==> src/rtl/ea_pkg.sv <==
package ea_pkg;

    typedef enum logic [2:0] {
        CMD_IDLE  = 3'd0,
        CMD_FETCH = 3'd1,
        CMD_ADDR  = 3'd2,
        CMD_JUMP  = 3'd3,
        CMD_LOAD  = 3'd4
    } ea_cmd_e;

    localparam int MODE_BIT = 2;

endpackage

==> src/rtl/ea_page_add.sv <==
module ea_page_add #(
    parameter int AW = 16,
    parameter int PB = 12,
    parameter int OW = 8
) (
    input  logic [AW-1:0] base,
    input  logic [OW-1:0] off,
    output logic [AW-1:0] sum
);
    localparam int XW = PB - OW;

    logic [PB-1:0] off_x;
    logic [PB-1:0] low;

    assign off_x = {{XW{off[OW-1]}}, off};
    assign low   = base[PB-1:0] + off_x;
    assign sum   = {base[AW-1:PB], low};

endmodule

==> src/rtl/ea_off_sel.sv <==
module ea_off_sel #(
    parameter int DW = 8
) (
    input  logic [DW-1:0] disp,
    input  logic [DW-1:0] ext,
    output logic [DW-1:0] off
);
    localparam logic [DW-1:0] ESCAPE = {1'b1, {(DW-1){1'b0}}};

    assign off = (disp == ESCAPE) ? ext : disp;

endmodule

==> src/rtl/ea_regfile.sv <==
module ea_regfile #(
    parameter int AW   = 16,
    parameter int NREG = 4,
    localparam int IW  = $clog2(NREG)
) (
    input  logic                     clk,
    input  logic                     rst_n,
    input  logic                     we,
    input  logic [IW-1:0]            widx,
    input  logic [AW-1:0]            wdata,
    output logic [NREG-1:0][AW-1:0]  regs
);
    logic [NREG-1:0][AW-1:0] regs_d, regs_q;

    always_comb begin
        regs_d = regs_q;
        if (we) regs_d[widx] = wdata;
    end

    always_ff @(posedge clk) begin
        if (!rst_n) regs_q <= '0;
        else        regs_q <= regs_d;
    end

    assign regs = regs_q;

    a_r10_write_lands: assert property (@(posedge clk) disable iff (!rst_n)
        we |=> regs_q[$past(widx)] == $past(wdata));

endmodule

==> src/rtl/ea_unit.sv <==
module ea_unit #(
    parameter int AW = 16,
    parameter int PB = 12,
    parameter int DW = 8
) (
    input  logic          clk,
    input  logic          rst_n,
    input  logic [2:0]    cmd,
    input  logic [2:0]    field,
    input  logic [DW-1:0] disp,
    input  logic [DW-1:0] ext,
    input  logic [AW-1:0] load_val,
    output logic [AW-1:0] pc,
    output logic          ea_valid,
    output logic          ea_imm,
    output logic [AW-1:0] ea_addr,
    output logic [DW-1:0] imm_data,
    output logic          wb_stb,
    output logic [1:0]    wb_idx,
    output logic [AW-1:0] wb_val
);
    import ea_pkg::*;

    localparam int NREG = 4;
    localparam int IW   = $clog2(NREG);
    localparam logic [IW-1:0] PC_IDX = '0;
    localparam logic [DW-1:0] ONE    = DW'(1);

    typedef struct packed {
        logic          ea_valid;
        logic          ea_imm;
        logic [AW-1:0] ea_addr;
        logic [DW-1:0] imm_data;
        logic          wb_stb;
        logic [IW-1:0] wb_idx;
        logic [AW-1:0] wb_val;
    } out_t;

    out_t out_d, out_q;

    logic                    rf_we;
    logic [IW-1:0]           rf_widx;
    logic [AW-1:0]           rf_wdata;
    logic [NREG-1:0][AW-1:0] regs;

    logic [IW-1:0] sel;
    logic [AW-1:0] base, pc_cur, pc_inc, ea_sum, jmp_sum;
    logic [DW-1:0] off;
    ea_cmd_e       cmd_e;

    assign cmd_e  = ea_cmd_e'(cmd);
    assign sel    = field[IW-1:0];
    assign base   = regs[sel];
    assign pc_cur = regs[PC_IDX];

    ea_regfile #(.AW(AW), .NREG(NREG)) u_rf (
        .clk(clk), .rst_n(rst_n), .we(rf_we), .widx(rf_widx),
        .wdata(rf_wdata), .regs(regs)
    );

    ea_off_sel #(.DW(DW)) u_off (.disp(disp), .ext(ext), .off(off));

    ea_page_add #(.AW(AW), .PB(PB), .OW(DW)) u_inc (
        .base(pc_cur), .off(ONE), .sum(pc_inc));
    ea_page_add #(.AW(AW), .PB(PB), .OW(DW)) u_ea (
        .base(base), .off(off), .sum(ea_sum));
    ea_page_add #(.AW(AW), .PB(PB), .OW(DW)) u_jmp (
        .base(base), .off(disp), .sum(jmp_sum));

    always_comb begin
        out_d    = '0;
        rf_we    = 1'b0;
        rf_widx  = PC_IDX;
        rf_wdata = '0;
        unique case (cmd_e)
            CMD_FETCH: begin
                rf_we    = 1'b1;
                rf_wdata = pc_inc;
            end
            CMD_ADDR: begin
                if (!field[MODE_BIT]) begin
                    out_d.ea_valid = 1'b1;
                    out_d.ea_addr  = ea_sum;
                end else if (sel == PC_IDX) begin
                    out_d.ea_imm   = 1'b1;
                    out_d.imm_data = disp;
                end else begin
                    out_d.ea_valid = 1'b1;
                    out_d.ea_addr  = off[DW-1] ? ea_sum : base;
                    out_d.wb_stb   = 1'b1;
                    out_d.wb_idx   = sel;
                    out_d.wb_val   = ea_sum;
                    rf_we          = 1'b1;
                    rf_widx        = sel;
                    rf_wdata       = ea_sum;
                end
            end
            CMD_JUMP: begin
                rf_we    = 1'b1;
                rf_wdata = jmp_sum;
            end
            CMD_LOAD: begin
                rf_we    = 1'b1;
                rf_widx  = sel;
                rf_wdata = load_val;
            end
            default: ;
        endcase
    end

    always_ff @(posedge clk) begin
        if (!rst_n) out_q <= '0;
        else        out_q <= out_d;
    end

    assign pc       = pc_cur;
    assign ea_valid = out_q.ea_valid;
    assign ea_imm   = out_q.ea_imm;
    assign ea_addr  = out_q.ea_addr;
    assign imm_data = out_q.imm_data;
    assign wb_stb   = out_q.wb_stb;
    assign wb_idx   = out_q.wb_idx;
    assign wb_val   = out_q.wb_val;

    a_r2_fetch_keeps_page: assert property (@(posedge clk) disable iff (!rst_n)
        $past(cmd) == 3'd1 |-> pc[AW-1:PB] == $past(pc[AW-1:PB]));
    a_r5_indexed_no_wb: assert property (@(posedge clk) disable iff (!rst_n)
        ($past(cmd) == 3'd2 && !$past(field[2])) |-> (!wb_stb && ea_valid));
    a_r5_addr_keeps_pc: assert property (@(posedge clk) disable iff (!rst_n)
        $past(cmd) == 3'd2 |-> $stable(pc));
    a_r8_imm_no_wb: assert property (@(posedge clk) disable iff (!rst_n)
        ea_imm |-> (!wb_stb && !ea_valid));
    a_r6_wb_has_addr: assert property (@(posedge clk) disable iff (!rst_n)
        wb_stb |-> (ea_valid && wb_idx != 2'd0));
    a_r9_jump_keeps_page: assert property (@(posedge clk) disable iff (!rst_n)
        ($past(cmd) == 3'd3 && $past(field[1:0]) == 2'd0)
            |-> pc[AW-1:PB] == $past(pc[AW-1:PB]));
    a_r11_idle_holds_pc: assert property (@(posedge clk) disable iff (!rst_n)
        $past(cmd) == 3'd0 |-> ($stable(pc) && !wb_stb && !ea_valid));

endmodule

==> config.mk <==
export PLATFORM = sky130hd
export DESIGN_NAME = ea_unit
export DESIGN_NICKNAME = d
export VERILOG_FILES = /design/src/rtl/ea_pkg.sv /design/src/rtl/ea_page_add.sv /design/src/rtl/ea_off_sel.sv /design/src/rtl/ea_regfile.sv /design/src/rtl/ea_unit.sv
export SDC_FILE = /design/constraint.sdc
export NUM_CORES = 1
export LEC_CHECK = 0
export BUFFER_PORTS_ARGS = -buffer_cell sky130_fd_sc_hd__clkbuf_2
export CAP_MARGIN = 5
export CORE_UTILIZATION = 55
export DETAILED_ROUTE_END_ITERATION = 8
export GPL_ROUTABILITY_DRIVEN = 1
export MAX_ROUTING_LAYER = met4
export PLACE_DENSITY_LB_ADDON = 0.15
export SLEW_MARGIN = 5
export SYNTH_ARGS = -nofsm -noshare
export SYNTH_HDL_FRONTEND = slang
export SYNTH_SLANG_ARGS = --single-unit
==> constraint.sdc <==
create_clock -name clk -period 4.2 [get_ports clk]
set_input_delay 0 -clock clk [delete_from_list [all_inputs] [get_ports clk]]
set_output_delay 0 -clock clk [all_outputs]
set_load 0.03 [all_outputs]
==> reports/results.txt, run 1 <==
clock root cell = clkbuf_8
worst path required time = 4.43 ns
most frequent cells in the layout = dfxtp_1 (109), clkbuf_2 (100), nand2_1 (73)
CTS buffer count = 9
DRC Markers = 0
drt pass-1 iters = 6
setup bufs post-CTS = 0
# rows = 36
CTS tree = built
PostCTS Resize Cnt = 0
Vias = 5005
grt met2 use = 45.1%
Syn Area/Cell = 9.26 um2
placed standard-cell area = 0.00612 mm2
commonest non-fill, non-tap cell in the layout = dfxtp_1
# diodes = 0
dpl hpwl = 11.2 mm
CP Capture Type = flip-flop
CP Class = input pin to flip-flop
GRT overflow = 0
WL final = 15.1 mm
global-route wire length before repair = 24.4 mm
Mapped Area = 0.00568 mm2
Vias/cell = 6.04
Slew @ Worst Pin = 1.20 ns
R2R depth = 10
status = finished, final reports clean
# clock sinks = 109
Worst VDD drop = 227 uV
overall routing resource usage = 29.6%
max cap viols = 0
die area = 0.0107 mm2
Synth Instances = 614
Syn Nets = 680
area occupied by multi-input gates = 0.00318 mm2
Critical Path Fanout Max = 8
Hold Path Sink = u_rf.regs[19]
Final Cycle Share = 85.1%
fin nets = 757
Leak Pwr = 3.15 nW
met1 usage = 40.6%
Main synth FF type = dfxtp_1
hold path cells = 3
Startpoint Class = input pin
Period minus WS final = 3.57 ns
H-tree depth = 3
fin util = 64.7%
EDFF count, synth = 0
FF+latch area = 0.00218 mm2
Seq/Total Area, Yosys = 38.4%
Peak Freq = 280 MHz
M3 GR Usage = 3.46%
final clock skew = 0.0128 ns
FILL cells = 884
crit path DAT = 3.80 ns
Min-Delay Path Class = input pin to flip-flop
unrepaired setup endpoints after global routing = no
Fin. Hold Viols = 0
I/O pin count = 101
Starting Density = 57.4%
FF+latch count, synth = 109
TNS Setup = 0 ns
Yosys cell types = 61
busiest grt layer = met2
Post-synth ARST share = 0%
clk buf depth = 2
Setup violations, final = 0
clk_lat worst skew = 0.39 ns
worst relative slew slack = 19.9%
port buffer count = 100
share of post-route cells with drive strength above 1 = 22.4%
Worst-path clk slew = 0.11 ns
R2R Path Start = u_rf.regs[0]
FF-to-FF setup slack = 0.88 ns
DRT iter0 DRCs = 432
Syn-to-layout area delta = 12.9%
Crit Reg-Reg Endpoint = u_rf.regs[38]
Critical Path Start = disp[2]
non-filler cells in the finished layout = 829
total power per unit cell area = 339 mW/mm2
Die Wd = 104 um
routed len/inst = 18.3 um
routability congestion estimate = 0.966
Antenna Nets Post-Route = 0
pin count of the biggest net entering global routing = 77
hold_sp = load_val[3]
Pins Over Slew Limit = 0
vias in the first global route = 4609
die height = 104 um
core area = 0.00991 mm2
design area = 0.00641 mm2
initial antenna violation count = 0
Placed Instances = 805
yosys warns = 0
==> power by group <==
| group | switching [W] | total, W | leakage (nW) | internal [W] |
|---|---|---|---|---|
| sequential | 0.0000262 | 0.00109 | 0.884 | 0.00106 |
| combinational | 0.000244 | 0.000396 | 2.16 | 0.000152 |
| clock | 0.000384 | 0.000687 | 0.107 | 0.000304 |
| total | 0.000654 | 0.00217 | 3.15 | 0.00152 |
==> through the flow <==
stage	setup WS (ns)	hold WS, ns	total power (W)
2_1_floorplan	1.08	0.122	0.00139
3_3_place_gp	0.876	0.283	0.00149
3_5_place_dp	0.806	0.292	0.00149
4_1_cts	0.634	0.00517	0.00218
5_1_grt	0.271	0.0217	0.00227
6_report	0.626	0.0223	0.00217
==> repair_timing <==
action	4_1_cts	5_1_grt
hold endpoints to repair	11	0
hold buffers	8	0
endpoints found under the setup margin	0	0
==> cell families (layout without fill, tap and decap cells) <==
group / after synthesis / after routing / synth area share [%]
AOI/OAI and AO/OA: 189 / 189 / 22.0
xor gates and xnor gates: 29 / 29 / 4.71
adders and majority gates: 26 / 26 / 5.99
buffers and inverters: 57 / 139 / 5.59
DFF: 109 / 109 / 38.4
muxes: 21 / 21 / 7.29
and+or+nand+nor: 183 / 183 / 16.1
==> critical path, stage by stage <==
cell           delay, ns
dlygate4sd3_1       0.53
clkbuf_2            0.14
nor4_1              0.31
nand3b_1            0.18
or3_1               0.35
o21ai_2             0.24
inv_2               0.11
ha_1                0.43
and3_4              0.23
a221o_1             0.32
a21oi_1             0.15
o21a_1              0.19
xnor3_1             0.35
a21oi_2             0.19
a21oi_1             0.08
==> synth_stat cells, types with 5 or more instances <==
master,number,share of area (%)
and2_1,17,1.9
a211oi_1,6,0.79
nand4_1,5,0.55
o211a_1,28,4.9
nor2_1,36,2.4
buf_4,17,2.2
clkbuf_1,22,1.5
nand2b_1,6,0.66
dfxtp_1,109,38
a222oi_1,6,1.1
nand2_1,73,4.8
a21oi_1,55,4.8
mux4_2,16,6.3
a21o_1,14,1.8
ha_1,24,5.3
inv_1,6,0.40
o21ai_0,48,4.2
xnor2_1,17,2.6
xor2_1,11,1.7
a31oi_1,6,0.66
and3_1,11,1.2
nand3_1,9,0.79
==> registers in the layout (all words and copies together) (netlist names) <==
register	cells
ea_addr	16
ea_imm	1
ea_valid	1
imm_data	8
u_rf.regs	64
wb_idx	2
wb_stb	1
wb_val	16
==> layer usage <==
layer	vias up	part of all wire, %
met2	235	46
met1	2377	45
met5	-	0
met3	25	7.7
li1	2368	-
met4	0	2.0
==> worst max path at each step <==
stage | to | slack (ns) | depth (start not counted)
global placement | u_rf.regs[25] | 0.88 | 10
floorplan | u_rf.regs[58] | 1.08 | 12
finish | u_rf.regs[59] | 0.63 | 15
CTS | u_rf.regs[25] | 0.63 | 13
global route | u_rf.regs[55] | 0.27 | 13
detailed placement | u_rf.regs[41] | 0.81 | 12
==> cell type report <==
cell class / instances / area share [%]
Clock buffer: 10 / 2.15
Clock inverter: 6 / 1.21
Inverter: 7 / 0.410
Multi-Input combinational cell: 448 / 49.6
Sequential cell: 109 / 34.0
Tap cell: 133 / 2.59
Timing Repair Buffer: 116 / 9.99
Note: power is estimated with default switching activity, not from simulation.
==> run 2: changes to the inputs <==
CORE_UTILIZATION = 51   (was 55)
CTS_CLUSTER_SIZE = 8   (was default)
SLEW_MARGIN = default   (was 5)
clock period = 3.2 ns   (was 4.2 ns; I/O delays follow)
==> run 2 against run 1 <==
Via count is 0.58% higher. Largest cell class unchanged. Design area rose by 3.6%. Worst setup slack got worse by 0.49 ns. Non-clock buffer count increased by 31. Highest routed layer unchanged. Critical endpoint is now u_rf.regs[7]. Worst hold slack hardly changed.
==> reports/results.txt, run 2 (synthesis results as in run 1) <==
final clock skew = 0.00814 ns (-0.00462 ns)
crit path DAT = 3.31 ns (-0.49 ns)
Peak Freq = 327 MHz
Vias/cell = 5.81 (-3.8%)
CP Capture Type = flip-flop
Internal = 0.00193 W (+27%)
Startpoint Class = input pin
fin nets = 788 (+4.1%)
H-tree depth = 3 (unchanged)
CP Class = input pin to flip-flop
TNS Setup = 0 ns (unchanged)
Vias = 5034 (+0.58%)
total power per unit cell area = 420 mW/mm2 (+24%)
GRT overflow = 0 (unchanged)
CP max-delay cell = dlygate4sd3_1
final worst slack = 0.139 ns (-0.487 ns)
non-filler cells in the finished layout = 867 (+4.6%)
Starting Density = 52.4% (-4.9 points)
Leak Pwr = 3.29 nW (+4.6%)
status = finished, final reports clean
Final Cycle Share = 95.7%
clk_lat worst skew = 0.39 ns (about the same)
port buffer count = 100 (unchanged)
max FFs per register = 64 (unchanged)
Critical Path Fanout Max = 9 (+1)
NetSw = 0.000860 W (+32%)
CTS buffer count = 9 (unchanged)
WL final = 15.6 mm (+3.4%)
overall routing resource usage = 29.0% (-0.58 points)
die area = 0.0116 mm2 (+7.7%)
commonest non-fill, non-tap cell in the layout = dfxtp_1
# clock sinks = 109 (unchanged)
I/O pin count = 101 (unchanged)
Placed Instances = 841 (+4.5%)
area occupied by multi-input gates = 0.00320 mm2 (+0.59%)
routability congestion estimate = 1.01 (+4.2%)
# diodes = 0 (unchanged)
routed wl met2 = 7.04 mm (+1.9%)
routed len/inst = 18.0 um (-1.2%)
vias in the first global route = 4566 (-0.93%)
DRT iter0 DRCs = 391 (-9.5%)
worst path required time = 3.45 ns (-0.98 ns)
M1 WL = 7.19 mm (+6.4%)
Critical Path Max Stage Delay = 0.53 ns (about the same)
FILL cells = 954 (+7.9%)
most frequent cells in the layout = dfxtp_1 (109), clkbuf_2 (100), nand2_1 (73)
hold slack = 0.0218 ns (-0.000456 ns)
Worst-path clk slew = 0.10 ns (about the same)
initial antenna violation count = 0 (unchanged)
core area = 0.0108 mm2 (+9.4%)
die height = 108 um (+3.8%)
Syn-to-layout area delta = 16.9%
Die Wd = 108 um (+3.8%)
highest routed layer = met4
Routed met3 length = 938 um (-19%)
Setup violations, final = 0 (unchanged)
Min-Delay Path Class = input pin to flip-flop
switching share of total power = 30.9% (+0.77 points)
global-route wire length before repair = 24.7 mm (+1.2%)
Fin. Hold Viols = 0 (unchanged)
Slew @ Worst Pin = 0.884 ns (-0.318 ns)
clk buf depth = 2 (unchanged)
DRC Markers = 0 (unchanged)
clock root cell = clkbuf_8
CTS tree = built
share of post-route cells with drive strength above 1 = 26.0% (+3.6 points)
dpl hpwl = 11.8 mm (+5.4%)
Seq pwr share = 51.0% (+0.9 points)
Combinational Power Share = 20.9% (+2.7 points)
max cap viols = 0 (unchanged)
Period minus WS final = 3.06 ns
drt pass-1 iters = 5 (-1)
worst-path cell chain = dlygate4sd3_1 -> clkbuf_2 -> buf_4 -> mux4_2 -> ha_1 -> a21o_1 -> a21oi_1 -> nand2_1 -> a31oi_1 -> xnor2_1 -> a221oi_1 -> buf_4 -> a21oi_1
# rows = 38 (+5.6%)
clock share of power = 28.1% (-3.5 points)
worst relative slew slack = 40.9% (+21 points)
Antenna Nets Post-Route = 0 (unchanged)
worst slack, placed = -0.0539 ns (-0.860 ns)
Pins Over Slew Limit = 0 (unchanged)
FF+latch area = 0.00218 mm2 (unchanged)
pin count of the biggest net entering global routing = 76 (-1.3%)
Worst VDD drop = 311 uV (+37%)
run 2: final cells by class:
cell class,count,area share (%)
clock buffer,9,1.86
clock inverter,7,0.885
inverter,7,0.395
tap,140,2.64
timing repair buffer,147,13.2
multi-input combinational,448,48.2
sequential,109,32.8
run 2: path summary, 6_finish.rpt:
check,cells after the start,slack [ns],to,start
min,2,0.02,wb_idx[0],field[0]
min reg2reg,1,0.50,u_rf.regs[34],u_rf.regs[34]
max reg2reg,11,0.17,u_rf.regs[6],u_rf.regs[48]
max,13,0.14,u_rf.regs[7],field[1]
run 2: metal layers:
| metal | GRT usage (%) | vias up |
|---|---|---|
| li1 | - | 2438 |
| met1 | 40.4 | 2382 |
| met2 | 41.5 | 185 |
| met3 | 5.02 | 29 |
| met4 | 12.0 | 0 |
| met5 | - | - |
run 2: critical path: cells and delay by family:
kind	cells	cell delay, ns
buffers and inverters	4	1.20
AOI/OAI and AO/OA	5	1.09
muxes	1	0.41
adders and majority gates	1	0.38
and+or+nand+nor	1	0.12
xor gates and xnor gates	1	0.10
run 2: per-stage QoR:
stage,area (um2),total power [W],util (%)
2_1_floorplan,5680,0.00183,-
6_report,6650,0.00279,61.3
5_1_grt,6650,0.00293,61.3
3_5_place_dp,6350,0.00201,58.5
3_3_place_gp,6350,0.00200,58.5
4_1_cts,6630,0.00280,61.1
run 2: what timing repair did:
item	CTS	global route
pin swaps	0	2
hold buffers	9	0
endpoints found under the setup margin	3	7
buffers inserted	0	1
hold endpoints to repair	12	0
resized for setup	1	3
run 2: power groups by stage:
stage	Sequential, W	Clock [W]	Combinational, W
floorplan	0.00146	0	0.000368
global placement	0.00145	0	0.000554
detailed placement	0.00145	0	0.000556
CTS	0.00142	0.000806	0.000573
global route	0.00143	0.000866	0.000633
finish	0.00142	0.000785	0.000582
